File: src/rtl/fgts_pkg.sv
package fgts_pkg;
   localparam int CLS_W = 3;

   typedef enum logic [CLS_W-1:0] {
      CLS_SIMPLE = 3'd0,
      CLS_LOAD   = 3'd1,
      CLS_MUL    = 3'd2,
      CLS_DIV    = 3'd3,
      CLS_BRANCH = 3'd4
   } insn_cls_e;

   function automatic logic is_long(input logic [CLS_W-1:0] c);
      return (c == CLS_LOAD) || (c == CLS_MUL) || (c == CLS_DIV) || (c == CLS_BRANCH);
   endfunction
endpackage

File: src/rtl/fgts_pend.sv
module fgts_pend #(
   parameter int NUM_THREADS = 4
) (
   input  logic                   clk,
   input  logic                   rst_n,
   input  logic [NUM_THREADS-1:0] raise,
   input  logic [NUM_THREADS-1:0] clear,
   output logic [NUM_THREADS-1:0] waiting
);
   for (genvar t = 0; t < NUM_THREADS; t++) begin : g_thr
      logic w_q;
      always_ff @(posedge clk) begin
         if (!rst_n)          w_q <= 1'b0;
         else if (raise[t])   w_q <= 1'b1;
         else if (clear[t])   w_q <= 1'b0;
      end
      assign waiting[t] = w_q;

      // raise wins, clear alone releases next cycle
      a_r5_raise_wins: assert property (@(posedge clk) disable iff (!rst_n)
         raise[t] |=> waiting[t]);
      a_r5_release: assert property (@(posedge clk) disable iff (!rst_n)
         (clear[t] && !raise[t]) |=> !waiting[t]);
   end
endmodule

File: src/rtl/fgts_rr.sv
module fgts_rr #(
   parameter int NUM_THREADS = 4,
   localparam int TID_W = $clog2(NUM_THREADS)
) (
   input  logic [NUM_THREADS-1:0] req,
   input  logic [TID_W-1:0]       last,
   output logic                   hit,
   output logic [TID_W-1:0]       pick
);
   always_comb begin
      hit  = 1'b0;
      pick = '0;
      for (int k = 1; k <= NUM_THREADS; k++) begin
         logic [TID_W-1:0] idx;
         idx = last + TID_W'(k);
         if (!hit && req[idx]) begin
            hit  = 1'b1;
            pick = idx;
         end
      end
   end
endmodule

File: src/rtl/fgts_age.sv
module fgts_age #(
   parameter int NUM_THREADS = 4,
   localparam int TID_W = $clog2(NUM_THREADS)
) (
   input  logic                   clk,
   input  logic                   rst_n,
   input  logic                   upd,
   input  logic [TID_W-1:0]       upd_tid,
   input  logic [NUM_THREADS-1:0] div_req,
   input  logic                   div_free,
   output logic [NUM_THREADS-1:0] div_gnt
);
   logic [TID_W-1:0] age_q [NUM_THREADS];
   logic [TID_W-1:0] age_d [NUM_THREADS];
   logic [NUM_THREADS-1:0] seen;

   always_comb begin
      int pos;
      pos = 0;
      for (int i = 0; i < NUM_THREADS; i++)
         if (age_q[i] == upd_tid) pos = i;
      for (int i = 0; i < NUM_THREADS; i++) begin
         if (!upd || i < pos)        age_d[i] = age_q[i];
         else if (i == NUM_THREADS-1) age_d[i] = upd_tid;
         else                         age_d[i] = age_q[(i+1) % NUM_THREADS];
      end
   end

   always_ff @(posedge clk) begin
      if (!rst_n) begin
         for (int i = 0; i < NUM_THREADS; i++) age_q[i] <= TID_W'(i);
      end else begin
         for (int i = 0; i < NUM_THREADS; i++) age_q[i] <= age_d[i];
      end
   end

   always_comb begin
      logic found;
      found   = 1'b0;
      div_gnt = '0;
      if (div_free) begin
         for (int i = 0; i < NUM_THREADS; i++) begin
            if (!found && div_req[age_q[i]]) begin
               found = 1'b1;
               div_gnt[age_q[i]] = 1'b1;
            end
         end
      end
   end

   always_comb begin
      seen = '0;
      for (int i = 0; i < NUM_THREADS; i++) seen[age_q[i]] = 1'b1;
   end

   // the age list always holds every thread exactly once
   a_r10_age_perm: assert property (@(posedge clk) disable iff (!rst_n)
      &seen);
   // grant is one-hot, only to a requester, only when divider free
   a_r9_gnt_onehot: assert property (@(posedge clk) disable iff (!rst_n)
      $onehot0(div_gnt));
   a_r9_gnt_legal: assert property (@(posedge clk) disable iff (!rst_n)
      (div_gnt != '0) |-> (div_free && ((div_gnt & ~div_req) == '0)));
endmodule

File: src/rtl/fg_thread_sel.sv
module fg_thread_sel
   import fgts_pkg::*;
#(
   parameter int NUM_THREADS = 4
) (
   input  logic                             clk,
   input  logic                             rst_n,
   input  logic [NUM_THREADS-1:0]           thr_active,
   input  logic [NUM_THREADS-1:0]           spec_dep,
   input  logic [NUM_THREADS-1:0]           stall_evt,
   input  logic [NUM_THREADS-1:0]           evt_done,
   input  logic [CLS_W*NUM_THREADS-1:0]     head_cls,
   input  logic [NUM_THREADS-1:0]           div_req,
   input  logic                             div_free,
   output logic                             sel_vld,
   output logic [$clog2(NUM_THREADS)-1:0]   sel_tid,
   output logic [NUM_THREADS-1:0]           div_gnt
);
   localparam int TID_W = $clog2(NUM_THREADS);

   if (NUM_THREADS < 2 || (NUM_THREADS & (NUM_THREADS-1)) != 0) begin : g_bad_cfg
      $error("NUM_THREADS must be a power of two, at least 2");
   end

   logic [CLS_W-1:0]       cls_a [NUM_THREADS];
   logic [NUM_THREADS-1:0] waiting, eligible, full_rdy, low_rdy, long_sel, raise;
   logic                   hit_f, hit_l;
   logic [TID_W-1:0]       pick_f, pick_l, last_q;

   for (genvar t = 0; t < NUM_THREADS; t++) begin : g_cls
      assign cls_a[t]    = head_cls[t*CLS_W +: CLS_W];
      assign long_sel[t] = sel_vld && (sel_tid == TID_W'(t)) && is_long(cls_a[t]);
   end

   assign eligible = thr_active & ~waiting & ~stall_evt;
   assign full_rdy = eligible & ~spec_dep;
   assign low_rdy  = eligible & spec_dep;
   assign raise    = stall_evt | long_sel;

   fgts_pend #(.NUM_THREADS(NUM_THREADS)) u_pend (
      .clk(clk), .rst_n(rst_n), .raise(raise), .clear(evt_done), .waiting(waiting));

   fgts_rr #(.NUM_THREADS(NUM_THREADS)) u_rr_full (
      .req(full_rdy), .last(last_q), .hit(hit_f), .pick(pick_f));

   fgts_rr #(.NUM_THREADS(NUM_THREADS)) u_rr_low (
      .req(low_rdy), .last(last_q), .hit(hit_l), .pick(pick_l));

   assign sel_vld = hit_f | hit_l;
   assign sel_tid = hit_f ? pick_f : (hit_l ? pick_l : '0);

   always_ff @(posedge clk) begin
      if (!rst_n)       last_q <= TID_W'(NUM_THREADS-1);
      else if (sel_vld) last_q <= sel_tid;
   end

   fgts_age #(.NUM_THREADS(NUM_THREADS)) u_age (
      .clk(clk), .rst_n(rst_n), .upd(sel_vld), .upd_tid(sel_tid),
      .div_req(div_req), .div_free(div_free), .div_gnt(div_gnt));

   // only eligible threads are named
   a_r2_sel_eligible: assert property (@(posedge clk) disable iff (!rst_n)
      sel_vld |-> eligible[sel_tid]);
   // speculative pick only when no fully ready thread
   a_r7_low_last: assert property (@(posedge clk) disable iff (!rst_n)
      (sel_vld && spec_dep[sel_tid]) |-> (full_rdy == '0));
   // bubble only when nothing eligible, with id zero
   a_r8_bubble: assert property (@(posedge clk) disable iff (!rst_n)
      !sel_vld |-> (eligible == '0 && sel_tid == '0));
   // long-latency selection blocks the thread next cycle
   a_r3_long_blocks: assert property (@(posedge clk) disable iff (!rst_n)
      (sel_vld && is_long(cls_a[sel_tid])) |=> waiting[$past(sel_tid)]);
   // a stalled thread is never picked in the stall cycle
   a_r4_stall_now: assert property (@(posedge clk) disable iff (!rst_n)
      sel_vld |-> !stall_evt[sel_tid]);
endmodule

File: config.mk
export PLATFORM = sky130hd
export DESIGN_NAME = fg_thread_sel
export DESIGN_NICKNAME = d
export VERILOG_FILES = /design/src/rtl/fgts_pkg.sv /design/src/rtl/fgts_pend.sv /design/src/rtl/fgts_rr.sv /design/src/rtl/fgts_age.sv /design/src/rtl/fg_thread_sel.sv
export SDC_FILE = /design/constraint.sdc
export NUM_CORES = 1
export LEC_CHECK = 0
export ABC_CLOCK_PERIOD_IN_PS = 4300
export BUFFER_PORTS_ARGS = -buffer_cell sky130_fd_sc_hd__buf_4
export CORE_MARGIN = 8
export CORE_UTILIZATION = 30
export CTS_BUF_LIST = sky130_fd_sc_hd__clkbuf_8
export CTS_CLUSTER_DIAMETER = 100
export DETAILED_ROUTE_END_ITERATION = 10
export PLACE_DENSITY = 0.6
export SETUP_SLACK_MARGIN = 0.2
export SYNTH_ARGS = -nofsm -noshare
export SYNTH_HDL_FRONTEND = slang
export SYNTH_HIERARCHICAL = 1
export SYNTH_SLANG_ARGS = --single-unit
File: constraint.sdc
create_clock -name clk -period 4.3 [get_ports clk]
set_input_delay 1.29 -clock clk [delete_from_list [all_inputs] [get_ports clk]]
set_output_delay 1.29 -clock clk [all_outputs]
set_load 0.01 [all_outputs]
After elaboration in Yosys (flattened, before gate mapping)
Memory sizes are Yosys's and may differ from the RTL's.
Cells that the tools add are included.
{"block": "classes", "n_addsub": 3, "magnitude_cmp": 16, "n_eq_ne": 22, "mux": 85, "bitwise": 16, "reduce_logical": 52}
{"operator": "$lt 3x32->1 const A", "n": 2}
{"operator": "$mux 32", "n": 2}
{"operator": "$mux 1", "n": 41}
{"operator": "$mux 2", "n": 18}
{"operator": "$lt 1x32->1 const A", "n": 1}
{"operator": "$lt 2x32->1 const A", "n": 1}
{"operator": "$mux 4", "n": 8}
{"operator": "$bmux 1 s2", "n": 12}
{"operator": "$eq 3x2->1 const B", "n": 8}
{"operator": "$lt 2x3->1 const B", "n": 8}
{"operator": "$logic_and 1x1->1", "n": 21}
{"operator": "$and 4x4->4", "n": 4}
{"operator": "$logic_or 1x1->1", "n": 16}
{"operator": "$or 4x4->4", "n": 4}
{"operator": "$eq 3x1->1 const B", "n": 4}
{"operator": "$eq 3x3->1 const B", "n": 4}
{"operator": "$not 4->4", "n": 3}
{"operator": "$logic_not 1->1", "n": 10}
{"operator": "$demux 1 s2", "n": 4}
{"operator": "$ge 2x1->1 const B", "n": 4}
{"operator": "$reduce_bool 2->1", "n": 4}
{"operator": "$eq 2x2->1", "n": 3}
{"operator": "$or 1x1->1", "n": 5}
{"operator": "$add 2x2->2 const B", "n": 2}
{"operator": "4 further kinds", "n": 5}
{"block": "totals", "regBits": 6, "ramBits": 8, "elab_cells": 200, "n_memories": 1}
{"name": "u_age.age_q", "words": 4, "width": 2, "rd": 4, "rd_clocked_by_memory_dff": 0, "write_ports": 4, "line_no": "fgts_age.sv:13", "text": "logic [TID_W-1:0] age_q [NUM_THREADS];"}

Depth between registers and ports, before layout
{"block": "logic_depth", "ltp_word": 26, "depth_mapped": 11}

Hierarchy
The synthesis kept the hierarchy.
{"mod": "fgts_age", "n_inst": 1, "cells_per_inst": 94, "area_each_um2": 732.0, "seq_area_each_um2": 160.2}
{"mod": "fg_thread_sel", "n_inst": 1, "cells_per_inst": 36, "area_each_um2": 279.0, "seq_area_each_um2": 40.0}
{"mod": "fgts_pend", "n_inst": 1, "cells_per_inst": 16, "area_each_um2": 195.2, "seq_area_each_um2": 80.1}
{"mod": "fgts_rr", "n_inst": 2, "cells_per_inst": 14, "area_each_um2": 91.3, "seq_area_each_um2": 0.0}

Worst setup path before layout
No wires, ideal clock.
{"block": "synth_timing", "kind": "input-to-output", "start": "in stall_evt[0]", "end": "out sel_tid[1]", "arrival_time_ns": 2.548, "slack_ns": 0.462, "cell_stages": 6, "path_cell_list": "nor4b_1 a21oi_1 a31oi_1 a21oi_1 a22oi_1 inv_2"}
{"block": "synth_between", "word_cells_on_any_way": 50}
{"item": "start: declaration", "line_no": "fg_thread_sel.sv:10", "text": "input logic [NUM_THREADS-1:0] stall_evt,"}
{"item": "$not 4->4 *", "line_no": "fg_thread_sel.sv:35", "text": "assign eligible = thr_active & ~waiting & ~stall_evt;"}
{"item": "$and 4x4->4 *", "line_no": "fg_thread_sel.sv:35"}
{"item": "$and 4x4->4 *", "line_no": "fg_thread_sel.sv:36", "text": "assign full_rdy = eligible & ~spec_dep;"}
{"item": "$bmux 1 s2", "line_no": "fgts_rr.sv:16", "text": "if (!hit && req[idx]) begin"}
{"item": "$mux 1 (not written as such)", "line_no": "fgts_rr.sv:16"}
{"item": "$mux 1", "line_no": "fgts_rr.sv:16"}
{"item": "$logic_not 1->1", "line_no": "fgts_rr.sv:16"}
{"item": "$logic_and 1x1->1", "line_no": "fgts_rr.sv:16"}
{"item": "$mux 1", "line_no": "fgts_rr.sv:16"}
{"item": "$logic_not 1->1", "line_no": "fgts_rr.sv:16"}
{"item": "$logic_and 1x1->1", "line_no": "fgts_rr.sv:16"}
{"item": "$mux 1", "line_no": "fgts_rr.sv:16"}
{"item": "$logic_not 1->1", "line_no": "fgts_rr.sv:16"}
{"item": "$logic_and 1x1->1", "line_no": "fgts_rr.sv:16"}
{"item": "$mux 2 *", "line_no": "fgts_rr.sv:16"}
{"item": "named net pick_f[1]", "line_no": "fg_thread_sel.sv:28", "text": "logic [TID_W-1:0] pick_f, pick_l, last_q;"}
{"item": "$mux 2 *", "line_no": "fg_thread_sel.sv:50", "text": "assign sel_tid = hit_f ? pick_f : (hit_l ? pick_l : '0);"}
{"item": "end: declaration", "line_no": "fg_thread_sel.sv:16", "text": "output logic [$clog2(NUM_THREADS)-1:0] sel_tid,"}
Mark *: on every way through the listed nets, which the timed path passes. The rest lies on a longest branch. The select of a mux whose other input is x is not followed.

Final worst setup path
{"block": "layout_timing", "start": "in stall_evt[0]", "end": "out sel_tid[1]"}
{"block": "layout_between", "word_cells_on_any_way": 50}
{"item": "$not 4->4 *", "line_no": "fg_thread_sel.sv:35"}
{"item": "$and 4x4->4 *", "line_no": "fg_thread_sel.sv:35"}
{"item": "$and 4x4->4 *", "line_no": "fg_thread_sel.sv:36"}
{"item": "named net full_rdy[0]", "line_no": "fg_thread_sel.sv:26", "text": "logic [NUM_THREADS-1:0] waiting, eligible, full_rdy, low_rdy, long_sel, raise;"}
{"item": "$bmux 1 s2", "line_no": "fgts_rr.sv:16"}
{"item": "$mux 1 (not written as such)", "line_no": "fgts_rr.sv:16"}
{"item": "$mux 1", "line_no": "fgts_rr.sv:16"}
{"item": "$logic_not 1->1", "line_no": "fgts_rr.sv:16"}
{"item": "[... 2 more ...]"}
{"item": "$logic_not 1->1", "line_no": "fgts_rr.sv:16"}
{"item": "$logic_and 1x1->1", "line_no": "fgts_rr.sv:16"}
{"item": "$mux 1", "line_no": "fgts_rr.sv:16"}
{"item": "$logic_not 1->1", "line_no": "fgts_rr.sv:16"}
{"item": "$logic_and 1x1->1", "line_no": "fgts_rr.sv:16"}
{"item": "$mux 2 *", "line_no": "fgts_rr.sv:16"}
{"item": "named net pick_f[1]", "line_no": "fg_thread_sel.sv:28"}
{"item": "$mux 2 *", "line_no": "fg_thread_sel.sv:50"}
Marked as above.

==> flow_summary.yaml <==
drt:
  via_count: 1368
  post_drt_wl_per_cell_um: 13.6
  drc: 0
  via_per_inst: 5.10
  first_iter_violations: 125
  first_pass_iters: 4
  drtAntennaViolNets: 0
  wirelength_um: 3630
clock_network:
  cts_tree: "yes"
  cts.sink_count: 14
  cts.clk_slew.worst_paths_ns: 0.06
  htree_levels: 1
  cts_setup_buffers: 0
  cts_root_buf: "clkbuf_8"
  worstSkewPairLatency_ns: 0.25
  cts_buffers: 3
  clockBufferDepth: 2
timing:
  fin_crit_sh_pct: 92.5
  timing.hold.ws_ns: 0.582
  max_slew_margin_pct: 71.5
  finalSetupTns_ns: 0
  final-setup-viol-count: 0
  period_minus_slack_ns: 3.98
  clock_skew_ns: 0.00587
  finalHoldViolCount: 0
  setup_slack_ns: 0.322
  rsz0062_at_grt: "yes"
  drv_slew: 0
  tightest_slew_ns: 0.421
  fmaxAchievable_mhz: 251
global_routing:
  antenna_found_initial: 0
  globalRouteTotalUtil_pct: 10.3
  grt_pass1_wl_um: 6230
  grt.overflow.total: 0
  grt_max_degree: 17
  grt_pass1_vias: 1310
job:
  maxCapViolations: 0
worst_setup_path:
  worstPathArrival_ns: 2.69
  cp_data_required_time_ns: 3.01
  worstPathMaxFanout: 3
  reg2reg_depth: 12
  start_kind: "primary input"
  crit_type: "primary input to primary output"
  end_kind: "primary output"
hold_path:
  hold_class: "register to register"
  whs_path_depth: 2
place:
  hpwl_um: 2880
  post-place-ws_ns: 0.225
  portBuffers: 41
  gp_congestion: 0.879
die:
  start_util_pct: 31.5
  ioPinCount: 42
  rows: 24
  die_h_um: 84.0
  die_w_um: 84.0
  fp.coreArea_um2: 4410
  die_area_um2: 7060
finish:
  finalNetCount: 252
  num-fill-cells: 466
  diodes: 0
  syn_to_final_growth_pct: 32.2
  final_core_utilization_pct: 41.6
  drive_gt1_share_pct: 37.0
pwr:
  leakagePower_uw: 0.000774
  vdd_drop_max_mv: 0.177
  power_density_nw_per_um2: 294
synth:
  async_flop_share_pct: 0
  synth-seq-cells: 14
  yosysWarnings: 6
  synthMostInstantiatedCell: "nand2_1"
  syn_area_per_cell_um2: 7.98
  synth_ff_type: "dfxtp_1"
  synth_seq_area_share_pct: 20.2
  synth.area.top_cells: "dfxtp_1, mux2i_1, nand2_1"
  ys_types: 48
  syn_inst: 174
  syn_area_um2: 1390
  synth_top_area_share_pct: 20.2
  synth_edf_count: 0
  syn_nets: 209
  netlist.top_cell.by_area: "dfxtp_1"
  synthTopCellsByCount: "nand2_1, dfxtp_1, nor2_1"
status:
  status: "finished clean"
-- routing by layer --
metal	up-vias	track usage, %	share of wire (%)
met5	-	0	0
met4	0	1.41	0.30
met3	2	3.32	4.9
met2	25	16.3	47
met1	633	13.5	48
li1	708	-	-
-- cell usage in the layout (no fill, tap or decap), types with 2 or more instances in the layout --
| cell type | count |
|---|---|
| and2b_1 | 2 |
| a21oi_1 | 8 |
| a31oi_1 | 4 |
| a2111oi_0 | 2 |
| a22oi_2 | 2 |
| o21ai_0 | 7 |
| nor4bb_1 | 3 |
| buf_4 | 51 |
| nand2_1 | 18 |
| mux4_2 | 2 |
| xor2_1 | 4 |
| nor4b_1 | 2 |
| a31o_1 | 3 |
| nand3_1 | 3 |
| o221ai_2 | 2 |
| o21a_1 | 4 |
| mux2i_1 | 7 |
| o211ai_1 | 4 |
| nor4b_2 | 2 |
| inv_2 | 2 |
| or3b_2 | 2 |
| nand2b_1 | 9 |
| dfxtp_1 | 14 |
| nor4_1 | 2 |
| a21oi_2 | 2 |
| xnor2_1 | 6 |
| clkbuf_8 | 4 |
| nor2_1 | 11 |
| nor2b_1 | 7 |
| nor2b_4 | 4 |
| inv_1 | 8 |
-- critical path: stages --
cell	delay (ns)
buf_4	0.12
nor4b_1	0.31
buf_4	0.19
a21oi_1	0.06
a31oi_1	0.15
a21oi_1	0.11
a22oi_2	0.27
inv_2	0.06
buf_4	0.14
-- area by class of cell --
class	count	area (µm²)	area share, %
multi-input combinational	137	1010	55.3
timing repair buffer	51	383	20.9
sequential	14	280	15.3
clock buffer	4	55.1	3.00
tap	52	65.1	3.54
inverter	10	37.5	2.04
-- sequential cells by signal, summed over array words and instances (netlist names) --
name and count:
u_age/age_q 8, u_pend/g_thr.w_q 4, last_q 2
-- stage by stage --
stage / instance area (µm²) / power (µW) / cells
3_5_place_dp: 1760 / 412 / 264
6_report: 1840 / 539 / 268
2_1_floorplan: 1390 / 346 / 174
3_3_place_gp: 1760 / 409 / 264
4_1_cts: 1810 / 542 / 268
5_1_grt: 1840 / 579 / 268
-- where the power goes --
| part | switching (µW) | internal [µW] |
|---|---|---|
| clock | 48.2 | 81.1 |
| sequential | 44.6 | 150 |
| combinational | 95.1 | 121 |
| total | 188 | 352 |
-- worst paths after layout --
kind                             from                 to  slack (ns)
hold / removal      u_age/age_q[0][1]  u_age/age_q[0][1]        0.58
hold reg to reg     u_age/age_q[0][1]  u_age/age_q[0][1]        0.58
setup / recovery         stall_evt[0]         sel_tid[1]        0.32
setup reg to reg  u_pend/g_thr[0].w_q  u_age/age_q[0][0]        1.68
-- logic make-up after synthesis --
kind of cell / after synthesis / synth area share (%)
flops: 14 / 20.2
xor+xnor: 10 / 6.31
mux: 10 / 9.10
compound gates: 47 / 25.2
buf+inv: 23 / 8.47
simple gates: 70 / 30.7
-- timing repair --
action | 4_1_cts | 5_1_grt
resized for setup | 0 | 4
hold buffers | 0 | 0
setup endpoints to repair | 0 | 3
Power figures use the tool's default switching activity.
